### src/rtl/dbgscan_pkg.sv
`timescale 1ns/1ps
package dbgscan_pkg;
    localparam int DATA_W  = 32;
    localparam int ADDR_W  = 5;
    localparam int FRAME_W = DATA_W + ADDR_W + 1;
    localparam int WBITS_W = 6;

    // Field order is behaviour: MSB is the write flag, then address, then data.
    typedef struct packed {
        logic              wr;
        logic [ADDR_W-1:0] addr;
        logic [DATA_W-1:0] data;
    } scan_frame_t;
endpackage

### src/rtl/dbg_scan_shifter.sv
`timescale 1ns/1ps
module dbg_scan_shifter
    import dbgscan_pkg::*;
(
    input  logic              clk,
    input  logic              rst_n,
    input  logic              cap_en,
    input  logic              shift_en,
    input  logic              tdi,
    input  logic [DATA_W-1:0] cap_word,
    output scan_frame_t       frame_q,
    output logic              tdo
);
    logic [FRAME_W-1:0] sh_q;

    always_ff @(posedge clk or negedge rst_n) begin
        if (!rst_n) begin
            sh_q <= '0;
        end else if (cap_en) begin
            sh_q <= {{(FRAME_W-DATA_W){1'b0}}, cap_word};
        end else if (shift_en) begin
            sh_q <= {tdi, sh_q[FRAME_W-1:1]};
        end
    end

    assign frame_q = scan_frame_t'(sh_q);
    assign tdo     = sh_q[0];
endmodule

### src/rtl/dbg_scan_rdptr.sv
`timescale 1ns/1ps
module dbg_scan_rdptr
    import dbgscan_pkg::*;
#(
    parameter int CTRL_ADDR = 4,
    parameter int DATA_ADDR = 5
) (
    input  logic              clk,
    input  logic              rst_n,
    input  logic              set_en,
    input  logic [ADDR_W-1:0] addr_in,
    input  logic              cap_en,
    output logic [ADDR_W-1:0] rd_addr,
    output logic              consume
);
    localparam logic [ADDR_W-1:0] CTRL_A = ADDR_W'(CTRL_ADDR);
    localparam logic [ADDR_W-1:0] DATA_A = ADDR_W'(DATA_ADDR);

    always_ff @(posedge clk or negedge rst_n) begin
        if (!rst_n) begin
            rd_addr <= CTRL_A;
        end else if (set_en) begin
            rd_addr <= addr_in;
        end
    end

    always_ff @(posedge clk or negedge rst_n) begin
        if (!rst_n) begin
            consume <= 1'b0;
        end else begin
            consume <= cap_en && (rd_addr == DATA_A);
        end
    end
endmodule

### src/rtl/dbg_scan_regbank.sv
`timescale 1ns/1ps
module dbg_scan_regbank
    import dbgscan_pkg::*;
#(
    parameter int                          NUM_REGS = 8,
    parameter logic [NUM_REGS*WBITS_W-1:0] REG_BITS = {6'd32, 6'd32, 6'd32, 6'd32,
                                                       6'd32, 6'd8, 6'd5, 6'd6}
) (
    input  logic                       clk,
    input  logic                       rst_n,
    input  logic                       we,
    input  logic [ADDR_W-1:0]          waddr,
    input  logic [DATA_W-1:0]          wdata,
    input  logic [ADDR_W-1:0]          raddr,
    output logic [DATA_W-1:0]          rdata,
    output logic [NUM_REGS*DATA_W-1:0] bank_flat,
    output logic                       wr_stb,
    output logic [ADDR_W-1:0]          wr_addr,
    output logic [DATA_W-1:0]          wr_data
);
    logic [DATA_W-1:0] regs  [NUM_REGS];
    logic [DATA_W-1:0] masks [NUM_REGS];
    logic [DATA_W-1:0] wmask;
    logic              wmapped;

    for (genvar g = 0; g < NUM_REGS; g++) begin : g_reg
        localparam int             W = int'(REG_BITS[g*WBITS_W +: WBITS_W]);
        localparam logic [DATA_W-1:0] M =
            (W >= DATA_W) ? {DATA_W{1'b1}} : ((DATA_W'(1) << W) - DATA_W'(1));

        always_ff @(posedge clk or negedge rst_n) begin
            if (!rst_n) begin
                regs[g] <= '0;
            end else if (we && waddr == ADDR_W'(g)) begin
                regs[g] <= wdata & M;
            end
        end

        assign masks[g]                    = M;
        assign bank_flat[g*DATA_W +: DATA_W] = regs[g];
    end

    always_comb begin
        wmask   = '0;
        wmapped = 1'b0;
        rdata   = '0;
        for (int i = 0; i < NUM_REGS; i++) begin
            if (waddr == ADDR_W'(i)) begin
                wmask   = masks[i];
                wmapped = 1'b1;
            end
            if (raddr == ADDR_W'(i)) begin
                rdata = regs[i];
            end
        end
    end

    always_ff @(posedge clk or negedge rst_n) begin
        if (!rst_n) begin
            wr_stb  <= 1'b0;
            wr_addr <= '0;
            wr_data <= '0;
        end else begin
            wr_stb <= we && wmapped;
            if (we && wmapped) begin
                wr_addr <= waddr;
                wr_data <= wdata & wmask;
            end
        end
    end
endmodule

### src/rtl/dbg_scan_access.sv
`timescale 1ns/1ps
module dbg_scan_access
    import dbgscan_pkg::*;
#(
    parameter int                          NUM_REGS  = 8,
    parameter int                          CTRL_ADDR = 4,
    parameter int                          DATA_ADDR = 5,
    parameter logic [NUM_REGS*WBITS_W-1:0] REG_BITS  = {6'd32, 6'd32, 6'd32, 6'd32,
                                                        6'd32, 6'd8, 6'd5, 6'd6}
) (
    input  logic                       tck,
    input  logic                       trst_n,
    input  logic                       sel,
    input  logic                       capture_dr,
    input  logic                       shift_dr,
    input  logic                       update_dr,
    input  logic                       tdi,
    output logic                       tdo,
    output logic [NUM_REGS*DATA_W-1:0] bank_q,
    output logic                       wr_stb,
    output logic [ADDR_W-1:0]          wr_addr,
    output logic [DATA_W-1:0]          wr_data,
    output logic                       rd_consume
);
    scan_frame_t       frame_q;
    logic              cap_en, shift_en, upd_en;
    logic [ADDR_W-1:0] rd_addr;
    logic [DATA_W-1:0] rd_word;
    logic [5:0]        sh_hi;

    // Strobe priority: capture, then shift, then update.
    assign cap_en   = sel && capture_dr;
    assign shift_en = sel && shift_dr && !capture_dr;
    assign upd_en   = sel && update_dr && !capture_dr && !shift_dr;
    assign sh_hi    = {frame_q.wr, frame_q.addr};

    dbg_scan_shifter u_shift (
        .clk      (tck),
        .rst_n    (trst_n),
        .cap_en   (cap_en),
        .shift_en (shift_en),
        .tdi      (tdi),
        .cap_word (rd_word),
        .frame_q  (frame_q),
        .tdo      (tdo)
    );

    dbg_scan_rdptr #(
        .CTRL_ADDR (CTRL_ADDR),
        .DATA_ADDR (DATA_ADDR)
    ) u_ptr (
        .clk     (tck),
        .rst_n   (trst_n),
        .set_en  (upd_en && !frame_q.wr),
        .addr_in (frame_q.addr),
        .cap_en  (cap_en),
        .rd_addr (rd_addr),
        .consume (rd_consume)
    );

    dbg_scan_regbank #(
        .NUM_REGS (NUM_REGS),
        .REG_BITS (REG_BITS)
    ) u_bank (
        .clk       (tck),
        .rst_n     (trst_n),
        .we        (upd_en && frame_q.wr),
        .waddr     (frame_q.addr),
        .wdata     (frame_q.data),
        .raddr     (rd_addr),
        .rdata     (rd_word),
        .bank_flat (bank_q),
        .wr_stb    (wr_stb),
        .wr_addr   (wr_addr),
        .wr_data   (wr_data)
    );
endmodule

### config.mk
export PLATFORM = sky130hd
export DESIGN_NAME = dbg_scan_access
export DESIGN_NICKNAME = d
export VERILOG_FILES = /design/src/rtl/dbgscan_pkg.sv /design/src/rtl/dbg_scan_shifter.sv /design/src/rtl/dbg_scan_rdptr.sv /design/src/rtl/dbg_scan_regbank.sv /design/src/rtl/dbg_scan_access.sv
export SDC_FILE = /design/constraint.sdc
export NUM_CORES = 1
export LEC_CHECK = 0
export CAP_MARGIN = 30
export CORE_MARGIN = 1
export CORE_UTILIZATION = 30
export DETAILED_ROUTE_END_ITERATION = 16
export DONT_BUFFER_PORTS = 1
export SYNTH_ARGS = -nofsm -noshare
export SYNTH_HDL_FRONTEND = slang
export SYNTH_SLANG_ARGS = --single-unit
### constraint.sdc
create_clock -name tck -period 4.96 [get_ports tck]
set_input_delay 0 -clock tck [delete_from_list [all_inputs] [get_ports tck]]
set_output_delay 0 -clock tck [all_outputs]
set_load 0.02 [all_outputs]
==> results of run 1 <==
[kinds of logic (layout without fill, tap and decap cells)]
group                  after synthesis  count (layout)
buffers and inverters              160              75
flip-flops                         261             261
AND/OR/NAND/NOR                    164             164
multiplexers                       189             189
other                                1              78
AO/OA/AOI/OAI                      234             234
[worst max-delay path by stage]
stage                     depth (start not counted)                    end                 from  slack (ns)
after detailed placement                          5  u_bank.bank_flat[226]  u_shift.frame_q[35]        1.70
after global routing                              8  u_bank.bank_flat[226]           capture_dr        1.43
final                                             8  u_bank.bank_flat[226]           capture_dr        1.62
after floorplan                                   6    u_shift.frame_q[13]     u_ptr.rd_addr[2]        3.11
after CTS                                         8  u_bank.bank_flat[226]           capture_dr        1.62
after global placement                            5  u_bank.bank_flat[226]  u_shift.frame_q[35]        1.75
[worst reg2reg max path, delay by kind of cell (launching register included)]
| kind | cells | cell delay [ns] |
|---|---|---|
| and+or+nand+nor | 3 | 1.54 |
| DFF | 1 | 0.42 |
| muxes | 1 | 0.62 |
| buffers and inverters | 1 | 0.52 |
[metrics by stage]
step                std cells  hold slack, ns   util  total power [uW]
finish                   1526          -0.842  0.336              4630
global route             1526          -0.875  0.336              4780
CTS                      1525          -0.876  0.336              4680
detailed placement       1469          -0.285  0.310              2510
global placement         1468          -0.284  0.309              2510
floorplan                1085          -0.296      -              2490
[where the power goes]
group	total (uW)	internal (uW)	switching [uW]	leakage [uW]
combinational	221	63.7	157	0.00212
sequential	2270	2160	105	0.00362
clock	2140	1280	862	0.000469
[state kept, by name, indices dropped and copies added (netlist names)]
signal	count
u_bank.bank_flat	179
u_shift.frame_q	38
u_bank.wr_data	32
u_bank.wr_addr	5
u_ptr.rd_addr	5
u_bank.wr_stb	1
u_ptr.consume	1
[placed cells by master (no fill, tap or decap), drive strengths merged, types with 3 or more instances in the layout]
cell type    synthesis  layout
a222oi              24      24
o2bb2ai             24      24
nor4b                5       5
a22oi                4       4
mux2i                5       5
a21oi               63      63
clkinv               1       7
o22ai                6       6
nand2               42      42
a221oi               3       3
nand4b               3       3
clkbuf              39      39
and2                 6       6
nand3                5       5
dlygate4sd3          0       7
nor2b                5       5
mux2               184     184
a22o                25      25
nor3                 5       5
conb                 1      77
o21ai               66      66
dfrtp              260     260
inv                  5       5
buf                115      14
o31ai                3       3
o32a                 4       4
nor3b               28      28
nand2b              10      10
nor2                45      45
[cell usage after synthesis, types with 3 or more instances]
cell type / number
a21oi_1: 63
a221oi_1: 3
a222oi_1: 24
a22o_1: 25
a22oi_1: 4
and2_1: 5
buf_1: 4
buf_2: 28
buf_4: 80
buf_6: 3
clkbuf_1: 38
dfrtp_1: 260
inv_1: 4
mux2_1: 9
mux2_2: 175
mux2i_1: 5
nand2_1: 42
nand2b_1: 10
nand3_1: 4
nor2_1: 44
nor2b_1: 5
nor3_1: 3
nor3b_1: 28
o21ai_0: 64
o22ai_1: 6
o2bb2ai_1: 24
o31ai_1: 3
o32a_1: 4
[per-layer routing]
| layer | vias up | part of all wire |
|---|---|---|
| met5 | - | 0 |
| met3 | 56 | 0.085 |
| met1 | 4364 | 0.42 |
| met4 | 0 | 0.024 |
| li1 | 3486 | - |
| met2 | 358 | 0.47 |
[final cells by class]
type | instances | area, um^2
Timing Repair Buffer | 21 | 215
Clock inverter | 9 | 101
Antenna cell | 1 | 2.50
Tap cell | 525 | 657
Sequential cell | 261 | 6530
Clock buffer | 39 | 843
Multi-Input combinational cell | 664 | 5000
Fill cell | 3974 | 26400
Inverter | 6 | 22.5
==> impl_metrics.ini, run 1 <==
[synth]
synth_top_area_frac = 0.535
ys_seq_area_frac = 0.537
synth_xor_area_frac = 0
async_flop_share = 1.00
syn_avg_cell_area_um2 = 12.0
netlist_area_um2 = 12200
synth-seq-cells = 261
synthSimpleGateAreaFrac = 0.0799
synth_edf_count = 0
ys_types = 58
synth_top_family_by_area = multiplexers
netlist_instances = 1009
synthMuxAreaShare = 0.175
synthAdderAreaFrac = 0
synth_top_area_cell = dfrtp_1
synth-compound-area-share = 0.129
synthFlopType = dfrtp_1
synth_warnings = 0
synth_area_leaders = dfrtp_1, mux2_2, buf_4, o21ai_0, a21oi_1

[route]
wl_mm = 38.3
wl_per_cell_um = 25.1
drtPass1Iterations = 7
drc_errors = 0
vias = 8264
via_per_inst = 5.42
drtIter0Drc = 737
ant_nets = 0

[timing]
grt_setup_unrepaired = false
finalCriticalPeriod_ns = 3.34
fmax_mhz = 299
hold_viol_final = 261
finalCritPeriodShare = 0.674
worst_slew_pin_slew_ns = 0.980
holdWs_ns = -0.842
setup_ws_ns = 1.62
setup_violations = 0
finalSetupTns_ns = 0
skew_ns = 0.0139
relSlewSlack = 0.345
slew_viol_final = 0

[job]
cap_violations = 0

[grt]
track_usage = 0.183
grt_pass1_vias = 8276
grt_pass1_wl_mm = 56.8
antenna_found_initial = 1
grt_overflow = 0
met1_usage = 0.234
top_usage_layer = met2
use_met3 = 0.0516
use_met2 = 0.296
grt_max_degree = 262

[cts]
h-tree-depth = 1
clk_pin_slew_worst_paths_ns = 0.06
clock-sinks = 261
hold_buffers = 8
cts_resized = 0
cts_tree = yes
numCtsBuffers = 28
clockBufferDepth = 3
ctsRootBufferMaster = clkbuf_16
cts_setup_buffers = 0
clock_latency_ns = 0.56

[worst_setup_path]
worst-setup-path-type = in2reg
cp.required_ns = 5.38
arrival_ns = 3.77
worstPathMaxFanout = 43
critical_path.cell_chain = dlygate4sd3_1, buf_16, nor2_1, and3_1, nand3_4, inv_2, nand4_4, mux2_1
r2r_cells = 5
regToRegSetupSlack_ns = 1.73
path_buf_inv = 3
worst_setup_path_start_kind = input pin
cpPeakStageDelay_ns = 0.76
reg2reg_to = u_bank.bank_flat[226]
endpoint_kind = flip-flop
crit_path_top_delay_cell = nand4_4
crit_family = simple AND/OR/NAND/NOR gates
rr_startpoint = u_shift.frame_q[35]

[final_layout]
final_design_area_no_fill_um2 = 13400
drive_gt1_frac = 0.255
nNetsFinal = 989
area_growth_pct = 10.1

[die]
io_pins = 303
die_area_um2 = 41300
core_region_area_um2 = 39800
initial_core_util = 0.305
fp.dieW_um = 203
fp.dieH_um = 203
rows = 73

[pwr]
leakagePower_uw = 0.00621
powerDensity_nw_per_um2 = 346
irDropWorstVdd_v = 0.000253

[run_status]
run_status = finished with violations
violations = hold timing

[placed_design]
place_congestion = 0.820
port_buffers = 0
placed_cell_area_um2 = 12300
hpwl_mm = 23.7
preCtsSetupSlack_ns = 1.70

[min_path]
hold_path_class = in2async
(Power assumes the default switching activity.)
==> run 2, diff against run 1 <==
==> constraint.sdc (replaced) <==
create_clock -name tck -period 3.3 [get_ports tck]
set_input_delay 0 -clock tck [delete_from_list [all_inputs] [get_ports tck]]
set_output_delay 0 -clock tck [all_outputs]
set_load 0.02 [all_outputs]
==> impl_metrics.ini, run 2 (synthesized netlist as in run 1, its figures left out) <==
[cts]
clk_pin_slew_worst_paths_ns = 0.06
cts_setup_buffers = 0
hold_buffers = 12
h-tree-depth = 1
numCtsBuffers = 29
cts_tree = yes
clockBufferDepth = 3
ctsRootBufferMaster = clkbuf_16
clock_latency_ns = 0.56
cts_resized = 0
clock-sinks = 261

[worst_setup_path]
critical_path.cell_chain = nor4b_1, and2_0, a221oi_1, nor4_1, o32a_1
arrival_ns = 2.96
worstPathMaxFanout = 9
worst_setup_path_start_kind = flip-flop
path_buf_inv = 0
rr_startpoint = u_ptr.rd_addr[3]
worst-setup-path-type = reg2reg
reg2reg_to = u_shift.frame_q[4]
crit_family = simple AND/OR/NAND/NOR gates
regToRegSetupSlack_ns = 0.83
crit_path_top_delay_cell = nor4b_1
cp.required_ns = 3.79
endpoint_kind = flip-flop
cpPeakStageDelay_ns = 0.68
r2r_cells = 5

[timing]
slew_viol_final = 0
relSlewSlack = 0.490
fmax_mhz = 405
hold_viol_final = 261
finalCritPeriodShare = 0.748
grt_setup_unrepaired = false
worst_slew_pin_slew_ns = 0.762
holdWs_ns = -0.849
finalSetupTns_ns = 0
skew_ns = 0.0100
finalCriticalPeriod_ns = 2.47
setup_violations = 0

[route]
vias = 8253
wl_per_cell_um = 24.6
drtPass1Iterations = 5
drc_errors = 0
ant_nets = 0
drtIter0Drc = 658
via_per_inst = 5.35
wl_mm = 37.9

[pwr]
p_switching_uw = 1730
leakagePower_uw = 0.00629
p_sw_frac = 0.245
p_clk_frac = 0.469
seq_power_share = 0.482
intPower_uw = 5320
powerDensity_nw_per_um2 = 521
power_frac_comb = 0.049
irDropWorstVdd_v = 0.000381

[final_layout]
nNetsFinal = 1006
num_antenna_cells = 0
final_cell_mix = dfrtp_1, mux2_2, conb_1
area_growth_pct = 11.2
final_common_cell = dfrtp_1
largest_reg_flops = 179
layout.cells.non_filler = 1544
drive_gt1_frac = 0.262

[grt]
use_met2 = 0.292
grt_overflow = 0
top_usage_layer = met2
grt_pass1_wl_mm = 56.8
track_usage = 0.182
met1_usage = 0.236
grt_max_degree = 262
grt_pass1_vias = 8206
use_met3 = 0.0519
antenna_found_initial = 0

[die]
fp.dieH_um = 203
die_area_um2 = 41300
fp.dieW_um = 203
rows = 73
initial_core_util = 0.305
io_pins = 303
core_region_area_um2 = 39800

[placed_design]
place_congestion = 0.848
dp_cells = 1481
port_buffers = 0
hpwl_mm = 24.2

[min_path]
hold_path_class = in2async

[job]
cap_violations = 0

[run_status]
run_status = finished with violations
violations = hold timing
[run 2: layout make-up]
type | instances | area (um^2)
Clock inverter | 12 | 154
Clock buffer | 39 | 813
Sequential cell | 261 | 6530
Inverter | 6 | 22.5
Timing Repair Buffer | 37 | 330
Fill cell | 3965 | 26300
Multi-Input combinational cell | 664 | 5000
Tap cell | 525 | 657
[run 2: layer usage]
layer | part of all wire | up-vias
met4 | 0.026 | 0
met1 | 0.41 | 4282
met3 | 0.089 | 67
li1 | - | 3522
met5 | 0 | -
met2 | 0.48 | 382
[run 2: power by group through the flow]
stage          Clock (uW)  Sequential, uW  Combinational (uW)
6_report             3300            3400                 347
4_1_cts              3380            3400                 342
3_3_place_gp            0            3460                 311
5_1_grt              3500            3410                 377
3_5_place_dp            0            3460                 314
2_1_floorplan           0            3390                 350
[run 2: worst register-to-register path, stage by stage, from the launching register on]
cell	delay (ns)
dfrtp_1	0.51
nor4b_1	0.68
and2_0	0.57
a221oi_1	0.24
nor4_1	0.23
o32a_1	0.17
[run 2: stage by stage]
stage               cell area, um^2   util  hold WS, ns  total power [uW]  setup WS (ns)
finish                        13500  0.339       -0.849              7050          0.833
global route                  13500  0.339       -0.871              7280          0.679
CTS                           13500  0.339       -0.879              7120          0.873
detailed placement            12400  0.312       -0.283              3770          0.878
global placement              12400  0.312       -0.283              3770          0.925
floorplan                     12400      -       -0.296              3740           1.45
[run 2: worst max path at each step]
stage                             start  slack, ns                    end  cells after the start
CTS                          capture_dr       0.87  u_bank.bank_flat[214]                      9
floorplan              u_ptr.rd_addr[2]       1.45    u_shift.frame_q[13]                      6
finish                 u_ptr.rd_addr[3]       0.83     u_shift.frame_q[4]                      5
detailed placement  u_shift.frame_q[35]       0.88  u_bank.bank_flat[214]                      6
global placement    u_shift.frame_q[35]       0.92  u_bank.bank_flat[215]                      6
global route           u_ptr.rd_addr[3]       0.68     u_shift.frame_q[4]                      5
==> run 3, diff against run 2 <==
==> constraint.sdc (replaced) <==
create_clock -name tck -period 2.1 [get_ports tck]
set_input_delay 0 -clock tck [delete_from_list [all_inputs] [get_ports tck]]
set_output_delay 0 -clock tck [all_outputs]
set_load 0.02 [all_outputs]
==> impl_metrics.ini, run 3 (synthesized netlist as in run 1, its figures left out) <==
[final_layout]
largest_reg_flops = 179
nNetsFinal = 1030
final_core_util = 0.349
drive_gt1_frac = 0.280
final_common_cell = dfrtp_1
area_growth_pct = 14.2
layout.cells.non_filler = 1566
num_antenna_cells = 0
final_cell_mix = dfrtp_1, mux2_2, conb_1

[timing]
finalCriticalPeriod_ns = 2.05
setup_violations = 0
relSlewSlack = 0.526
grt_setup_unrepaired = true
holdWs_ns = -0.853
hold_viol_final = 261
slew_viol_final = 0
worst_slew_pin_slew_ns = 0.709
fmax_mhz = 487
skew_ns = 0.00798
finalCritPeriodShare = 0.978

[pwr]
powerDensity_nw_per_um2 = 810
irDropWorstVdd_v = 0.000522
leakagePower_uw = 0.00647

[worst_setup_path]
endpoint_kind = flip-flop
cp.required_ns = 2.54
worst_setup_path_start_kind = flip-flop
arrival_ns = 2.49
cpPeakStageDelay_ns = 0.62
crit_path_top_delay_cell = dfstp_2
path_buf_inv = 1
worst-setup-path-type = reg2reg
worstPathMaxFanout = 8
crit_family = simple AND/OR/NAND/NOR gates
critical_path.cell_chain = nand3b_1, nor3_4, buf_4, nand2_1, and4_1, a221oi_1

[placed_design]
dp_cells = 1501
place_congestion = 0.820
hpwl_mm = 24.7
port_buffers = 0

[cts]
h-tree-depth = 1
numCtsBuffers = 29
clockBufferDepth = 3
clock_latency_ns = 0.55
cts_tree = yes
ctsRootBufferMaster = clkbuf_16
clk_pin_slew_worst_paths_ns = 0.06
clock-sinks = 261
hold_buffers = 14

[min_path]
hold_path_class = in2async

[die]
fp.dieH_um = 203
die_area_um2 = 41300
fp.dieW_um = 203
initial_core_util = 0.305
io_pins = 303
rows = 73
core_region_area_um2 = 39800

[grt]
antenna_found_initial = 0
grt_pass1_wl_mm = 58.6
grt_pass1_vias = 8673
grt_max_degree = 262
track_usage = 0.189
grt_overflow = 0

[route]
via_per_inst = 5.39
ant_nets = 0
wl_mm = 39.4
vias = 8448
drtPass1Iterations = 5
drtIter0Drc = 616
wl_per_cell_um = 25.2
drc_errors = 0

[job]
cap_violations = 0

[run_status]
run_status = finished with violations
violations = hold timing
==> run 3: cell types whose count changed in the layout (fill, tap and decap cells not counted), sizes merged <==
cell         change
clkinv           +2
inv              -1
clkbuf           -4
buf             +23
dlygate4sd3      +1
bufinv           +1
==> run 3: power breakdown <==
part	switching [uW]	internal, uW	total, uW
clock network	2130	3190	5320
logic	402	189	592
registers	221	5110	5330
==> run 3: final timing paths <==
| check | from | endpoint | slack (ns) | depth (start not counted) |
|---|---|---|---|---|
| worst max-delay path | u_ptr.rd_addr[2] | u_shift.frame_q[3] | 0.05 | 6 |
| worst min-delay path | trst_n | u_bank.bank_flat[196] | -0.85 | 0 |
| worst max register to register | u_ptr.rd_addr[2] | u_shift.frame_q[3] | 0.05 | 6 |
| worst min register to register | u_shift.frame_q[36] | u_shift.frame_q[36] | 0.59 | 2 |
| max in group asynchronous | trst_n | u_bank.bank_flat[111] | 2.38 | 0 |
| min in group tck | sel | u_shift.frame_q[5] | 0.05 | 4 |
==> run 3: stage by stage <==
stage	area, um^2	worst slack (ns)	TNS, ns	total power [uW]	hold WS, ns
2_1_floorplan	12400	0.255	0	5870	-0.296
3_3_place_gp	12700	0.0924	0	5940	-0.284
3_5_place_dp	12700	0.0889	0	5950	-0.284
4_1_cts	13900	0.0612	0	11400	-0.876
5_1_grt	13900	-0.0496	-0.157	11600	-0.874
6_report	13900	0.0452	0	11200	-0.853
==> run 3: area by class of cell <==
type                       instances  area, um^2
clock buffer                      35         798
clock inverter                    14         194
fill                            3976       25900
inverter                           6        22.5
multi-input combinational        664        5000
sequential                       261        6530
tap                              525         657
timing repair buffer              61         674
==> run 3: timing repair <==
item / 4_1_cts / 5_1_grt
hold endpoints to repair: 300 / 261
endpoints found under the setup margin: 0 / 10
buffers inserted: 0 / 2
gates resized for setup: 0 / 1
==> run 3: metal layers <==
layer / track usage / part of all wire / routed length (um)
met1: 0.242 / 0.41 / 16100
met2: 0.301 / 0.47 / 18600
met3: 0.0510 / 0.088 / 3450
met4: 0.0765 / 0.033 / 1300
met5: 0 / 0 / 0
